File: config.mk
export PLATFORM = sky130hd
export DESIGN_NAME = lfsr_counter
export DESIGN_NICKNAME = d
export VERILOG_FILES = /design/src/rtl/lfsr_pkg.sv /design/src/rtl/lfsr_feedback.sv /design/src/rtl/lfsr_state_reg.sv /design/src/rtl/lfsr_wrap_detect.sv /design/src/rtl/lfsr_counter.sv
export SDC_FILE = /design/constraint.sdc
export NUM_CORES = 1
export LEC_CHECK = 0
export BUFFER_PORTS_ARGS = -buffer_cell sky130_fd_sc_hd__buf_2
export CAP_MARGIN = 20
export CORE_AREA = 5 5 42 44
export CTS_BUF_LIST = sky130_fd_sc_hd__clkbuf_8
export DETAILED_ROUTE_END_ITERATION = 16
export DIE_AREA = 0 0 47 49
export PLACE_DENSITY = 0.4
export SYNTH_ARGS = -nofsm -noshare
export SYNTH_HDL_FRONTEND = slang
export SYNTH_SLANG_ARGS = --single-unit
export TNS_END_PERCENT = 10
File: constraint.sdc
create_clock -name clk -period 2.2 [get_ports clk]
set_input_delay 0.33 -clock clk [delete_from_list [all_inputs] [get_ports clk]]
set_output_delay 0.33 -clock clk [all_outputs]
set_load 0.02 [all_outputs]
File: src/rtl/lfsr_pkg.sv
package lfsr_pkg;

    localparam int unsigned LFSR_MAX_W = 8;

    typedef enum logic {
        LFSR_MAXLEN = 1'b0,
        LFSR_FULL   = 1'b1
    } lfsr_mode_e;

    typedef struct packed {
        logic load;
        logic advance;
    } lfsr_ctl_t;

    // Tap stages feeding the parity term, bit k set means stage Xk is a tap.
    // Every entry holds bit 0 and an even count of taps.
    function automatic logic [LFSR_MAX_W-1:0] tap_mask(input int unsigned w);
        logic [LFSR_MAX_W-1:0] m;
        case (w)
            2:       m = 8'b0000_0011;
            3:       m = 8'b0000_0011;
            4:       m = 8'b0000_0011;
            5:       m = 8'b0000_0101;
            6:       m = 8'b0000_0011;
            7:       m = 8'b0000_0011;
            8:       m = 8'b0001_1101;
            default: m = 8'b0000_0011;
        endcase
        return m;
    endfunction

    function automatic lfsr_ctl_t decode_ctl(input logic rst, input logic en);
        lfsr_ctl_t c;
        c.load    = rst;
        c.advance = ~rst & en;
        return c;
    endfunction

endpackage

File: src/rtl/lfsr_feedback.sv
module lfsr_feedback
    import lfsr_pkg::*;
#(
    parameter int unsigned          WIDTH = 4,
    parameter lfsr_mode_e           MODE  = LFSR_FULL,
    parameter logic [WIDTH-1:0]     TAPS  = '1
) (
    input  logic [WIDTH-1:0] cur,
    output logic             fb
);
    logic parity;

    assign parity = ^(cur & TAPS);

    generate
        if (MODE == LFSR_FULL) begin : g_full
            logic upper_zero;
            assign upper_zero = ~|cur[WIDTH-1:1];
            assign fb = parity ^ upper_zero;
        end else begin : g_maxlen
            assign fb = parity;
        end
    endgenerate
endmodule

File: src/rtl/lfsr_state_reg.sv
module lfsr_state_reg
    import lfsr_pkg::*;
#(
    parameter int unsigned      WIDTH = 4,
    parameter logic [WIDTH-1:0] SEED  = 1
) (
    input  logic             clk,
    input  lfsr_ctl_t        ctl,
    input  logic [WIDTH-1:0] nxt,
    output logic [WIDTH-1:0] q
);
    always_ff @(posedge clk) begin
        if (ctl.load) begin
            q <= SEED;
        end else if (ctl.advance) begin
            q <= nxt;
        end
    end
endmodule

File: src/rtl/lfsr_wrap_detect.sv
module lfsr_wrap_detect
    import lfsr_pkg::*;
#(
    parameter int unsigned      WIDTH = 4,
    parameter logic [WIDTH-1:0] SEED  = 1
) (
    input  logic             clk,
    input  lfsr_ctl_t        ctl,
    input  logic [WIDTH-1:0] nxt,
    output logic             wrap
);
    logic hit;

    assign hit = (nxt == SEED);

    always_ff @(posedge clk) begin
        if (ctl.load) begin
            wrap <= 1'b0;
        end else begin
            wrap <= ctl.advance & hit;
        end
    end
endmodule

File: src/rtl/lfsr_counter.sv
module lfsr_counter
    import lfsr_pkg::*;
#(
    parameter int unsigned      WIDTH = 4,
    parameter lfsr_mode_e       MODE  = LFSR_FULL,
    parameter logic [WIDTH-1:0] SEED  = 1
) (
    input  logic             clk,
    input  logic             rst,
    input  logic             en,
    output logic [WIDTH-1:0] state,
    output logic             wrap
);
    localparam logic [LFSR_MAX_W-1:0] TAPS_ALL = tap_mask(WIDTH);
    localparam logic [WIDTH-1:0]      TAPS     = TAPS_ALL[WIDTH-1:0];

    lfsr_ctl_t        ctl;
    logic             fb;
    logic [WIDTH-1:0] nxt;

    assign ctl = decode_ctl(rst, en);
    assign nxt = {fb, state[WIDTH-1:1]};

    lfsr_feedback #(
        .WIDTH (WIDTH),
        .MODE  (MODE),
        .TAPS  (TAPS)
    ) u_fb (
        .cur (state),
        .fb  (fb)
    );

    lfsr_state_reg #(
        .WIDTH (WIDTH),
        .SEED  (SEED)
    ) u_reg (
        .clk (clk),
        .ctl (ctl),
        .nxt (nxt),
        .q   (state)
    );

    lfsr_wrap_detect #(
        .WIDTH (WIDTH),
        .SEED  (SEED)
    ) u_wrap (
        .clk  (clk),
        .ctl  (ctl),
        .nxt  (nxt),
        .wrap (wrap)
    );
endmodule

Word level (Yosys, flattened, before mapping)
Cells that the tools add are included.

operators by class
  equality and inequality tests = 1
  bitwise logic cells = 4
  reduce and logical (&&, ||, !) cells = 3

operators by type and width
  cell                count
  $eq 4x1->1 const B  1
  $reduce_xor 4->1    1
  $reduce_or 3->1     1
  $and 1x1->1         2
  $logic_not 1->1     1
  $not 1->1           1
  $xor 1x1->1         1

word-level totals
  flip-flop bits (word level) = 5
  input bits = 3
  output and inout port bits = 5
  logic and storage cells = 10

Logic depth before layout (Yosys ltp)
  word-level depth = 5
  mapped depth = 4
  mapped depth without buffers = 3

Modules after synthesis
A second synthesis with hierarchy kept.

unflattened totals
  cells, all modules = 19
  area, all modules = 215.2 µm²

by module, submodules not included
  module            times used  cells each  area each (µm²)  seq. area each (µm²)
  lfsr_state_reg    1           13          143.9            80.1
  lfsr_wrap_detect  1           3           41.3             20.0
  lfsr_feedback     1           2           16.3             0.0
  lfsr_counter      1           1           13.8             0.0

Least setup slack after synthesis
OpenSTA, ideal clock, no wires.

  kind = register -> register
  from = reg u_reg.q[1]
  to = reg u_reg.q[3]
  library setup time = 66 ps
  arrival = 846 ps
  required time = 2,134 ps
  path slack = 1,288 ps
  stages on the path, launching flop included = 4
  buffers on the path = 0
  period minus slack after synthesis = 912 ps
  path through = dfxtp_1 nand2b_1 a21o_1 a21oi_2

between the ends
  longest elaborated chain between the ends = 3
  elaborated cells on any way between the ends = 4
  classes of those cells = bitwise (1); reduce/logical (3)

ends and longest elaborated chain
  element                   RTL line              text
  start: declaration        lfsr_state_reg.sv:10  output logic [WIDTH-1:0] q
  start signal: assignment  lfsr_state_reg.sv:16  q <= nxt;
  $reduce_or 3->1           lfsr_feedback.sv:18   assign upper_zero = ~|cur[WIDTH-1:1];
  $logic_not 1->1           lfsr_feedback.sv:18
  $xor 1x1->1 *             lfsr_feedback.sv:19   assign fb = parity ^ upper_zero;

Every way passes the cells marked *; elsewhere a longest branch is shown, timed or not.
A chain may end at the register's enable or synchronous reset.

Worst setup path in the final report
  from = reg u_reg.q[2]
  to = out state[2]

RTL lines
  element           RTL line            text
  end: declaration  lfsr_counter.sv:11  output logic [WIDTH-1:0] state,

No word-level cell between the ends.

==> flow_summary_export.csv <==
group,metric,value,unit
logic_synthesis,synthMostInstantiatedCell,"sky130_fd_sc_hd__dfxtp_1",
clocking,cts.reportedPaths.clkPinSlew,0.04,ns
logic_synthesis,synth_edf_count,0,
grt,overall_global_routing_resource_usage,0.0507,
critical_path,worst_ep_required_time,1.87,ns
floorplan,effective_utilization_at_floorplan,0.153,
logic_synthesis,synth.yosys.warnings,0,
grt,grt_antenna_before_repair,0,
placed_design,dpl.cell_count,43,
grt,grt_overflow_total,0,
power,total_leakage_power,0.140,nW
timing,timing.final.max_slew_violations,0,
critical_path,critical_path_buf_inv_count,1,
finish,final_net_count,35,
grt,grt_max_degree,9,
critical_path,setup.worst_path.start,"u_reg.q[2]$_SDFFE_PP0P_",
critical_path,crit-reg2reg-launch,"u_reg.q[1]$_SDFFE_PP0P_",
logic_synthesis,synth-seq-area-share,0.468,
route,detailroute.via_count,189,
critical_path,critical-path-slowest-cell,"sky130_fd_sc_hd__dfxtp_1",
timing,period_needed,1.19,ns
critical_path,path_delay_family,"flip-flops",
clocking,ctsHoldBuffers,0,
logic_synthesis,synthDominantCellAreaShare,0.468,
logic_synthesis,synth_cell_type_count,12,
logic_synthesis,synth_common_cells,"5 x sky130_fd_sc_hd__dfxtp_1, 3 x sky130_fd_sc_hd__nor2_1, 2 x sky130_fd_sc_hd__a21oi_2, 2 x sky130_fd_sc_hd__mux2i_1, 2 x sky130_fd_sc_hd__nor2b_1",
route,first_pass_iters,2,
grt,grt_pass1_vias,191,
timing,layout_setup_ws,1.01,ns
placed_design,buffer_ports.inserted,7,
finish,finish.utilization,0.216,
status,outcome,"finished, final reports clean",
timing,fin_setup_tns,0,ns
finish,layout_cell_share_with_drive_strength_beyond_1,0.387,
logic_synthesis,async_reset_ff_frac,0,
logic_synthesis,synthTopCellsByArea,"sky130_fd_sc_hd__dfxtp_1 47%, sky130_fd_sc_hd__mux2i_1 9.4%, sky130_fd_sc_hd__a21oi_2 8.2%",
placed_design,place_worst_setup_slack,1.25,ns
placed_design,standard_cell_area_after_detailed_placement,258,sq um
grt,grt_first_pass_wirelength,793,microns
route,drtIter0Drc,4,
route,via_per_inst,4.02,
critical_path,cp.arrival,0.86,ns
critical_path,setup.worst_path.start_class,"flip-flop",
timing,final_hold_viol_count,0,
clocking,numCtsBuffers,3,
finish,area_delta_synth_final,41.5,%
power,design_power_total,0.288,mW
critical_path,max_stage_delay,0.43,ns
power,power_density,950,nW/um^2
route,routedWlPerCell,9.64,microns
logic_synthesis,syn_inst_count,21,
route,route.antenna.remaining_nets,0,
critical_path,critPathMaxFanout,6,
floorplan,vertical_extent_of_the_die,49,microns
clocking,clk_latency,0.22,ns
finish,finalNonFillerCells,47,
timing,timing.slew.headroom,0.855,
finish,n_antenna_cell,0,
finish,layout.cell_area.non_filler,303,sq um
logic_synthesis,yosys_most_used_dff,"sky130_fd_sc_hd__dfxtp_1",
logic_synthesis,yosys.area.top_type,"sky130_fd_sc_hd__dfxtp_1",
clocking,post_cts_resized,0,
clocking,post-cts-setup-buffers,0,
timing,timing_worst_slew_pin_value,0.218,ns
placed_design,place.gp.congestion,0.649,
floorplan,die_w,47,microns
logic_synthesis,synth.cell_area,214,sq um
timing,fmaxAchievable,843,MHz
timing,final-setup-viol-count,0,
hold_path,timing.hold.worst.class,"in -> reg",
critical_path,worst-setup-path-type,"reg -> out",
floorplan,core.rowCount,14,
critical_path,path_cells,"buf_2",
power,irDropWorstVdd,0.315,mV
finish,fillCellCount,163,
timing,ratio_of_final_minimum_period_to_clock_period,0.539,
logic_synthesis,synth_area_per_cell,10.2,sq um
timing,clock_skew,0.00176,ns
clocking,h-tree-depth,1,
flow_run,number_of_max_cap_violations,0,
clocking,clock_sink_count,5,
logic_synthesis,synthesis.nets,24,
route,finalWirelength,453,microns
floorplan,core,1400,sq um
timing,grt_setup_unrepaired,"no",
floorplan,floorplan.die_area,2300,sq um
hold_path,hold_start,"rst",
route,drc,0,
clocking,cts_buffer_depth,2,
clocking,cts.root.buffer_cell,"sky130_fd_sc_hd__clkbuf_8",
critical_path,endpoint_kind,"output port",
timing,holdWs,0.329,ns
clocking,tritoncts,"built",
logic_synthesis,ys_ff_latch,5,
floorplan,ioPinCount,8,
[where the power goes]
part,switching (mW),internal (mW),total (mW)
clock,0.0433,0.119,0.163
combinational,0.0139,0.0107,0.0246
sequential,0.00516,0.0950,0.100
total,0.0624,0.225,0.288
[layout by cell type, fill, tap and decap left out, types with 2 or more instances in the layout]
cell type	Yosys	final
sky130_fd_sc_hd__buf_2	0	7
sky130_fd_sc_hd__dfxtp_1	5	5
sky130_fd_sc_hd__nor2_1	3	3
sky130_fd_sc_hd__clkbuf_8	0	3
sky130_fd_sc_hd__mux2i_1	2	2
sky130_fd_sc_hd__nor2b_1	2	2
sky130_fd_sc_hd__a21oi_2	2	2
[state kept, by name, indices dropped and copies added, names as in the netlist]
signal / count
u_reg.q: 4
u_wrap.wrap: 1
[kinds of logic (layout without fill, tap and decap cells)]
logic type      after synthesis  count (layout)  share of synthesized area
compound gates                5               5                      0.181
flops                         5               5                      0.468
buf+inv                       1              11                     0.0526
mux                           2               2                     0.0936
simple gates                  8               8                      0.205
[final cells by class]
cell class	instances	area, sq um	share of cell area
clock buffers	3	41.3	0.136
clock inverters	1	3.75	0.0124
repair buffers	7	35.0	0.116
multi-input cells	15	103	0.339
flip-flops and latches	5	100	0.331
well taps	16	20.0	0.0661
[final timing paths]
kind,end,slack [ns],cells after the start
max,state[2],1.01,1
min,u_reg.q[3]$_SDFFE_PP0P_,0.33,2
max reg2reg,u_reg.q[3]$_SDFFE_PP0P_,1.34,3
min reg2reg,u_wrap.wrap$_SDFF_PP0_,0.52,1
[layer usage]
metal | vias to the layer above | share of wire | track usage | routed length [microns]
met5 | - | 0 | 0 | 0
met4 | 0 | 0 | 0.0138 | 0
met3 | 0 | 0.17 | 0.0554 | 76
met2 | 10 | 0.38 | 0.0633 | 172
met1 | 86 | 0.45 | 0.0571 | 204
li1 | 93 | - | - | -
Power figures use the tool's default switching activity.
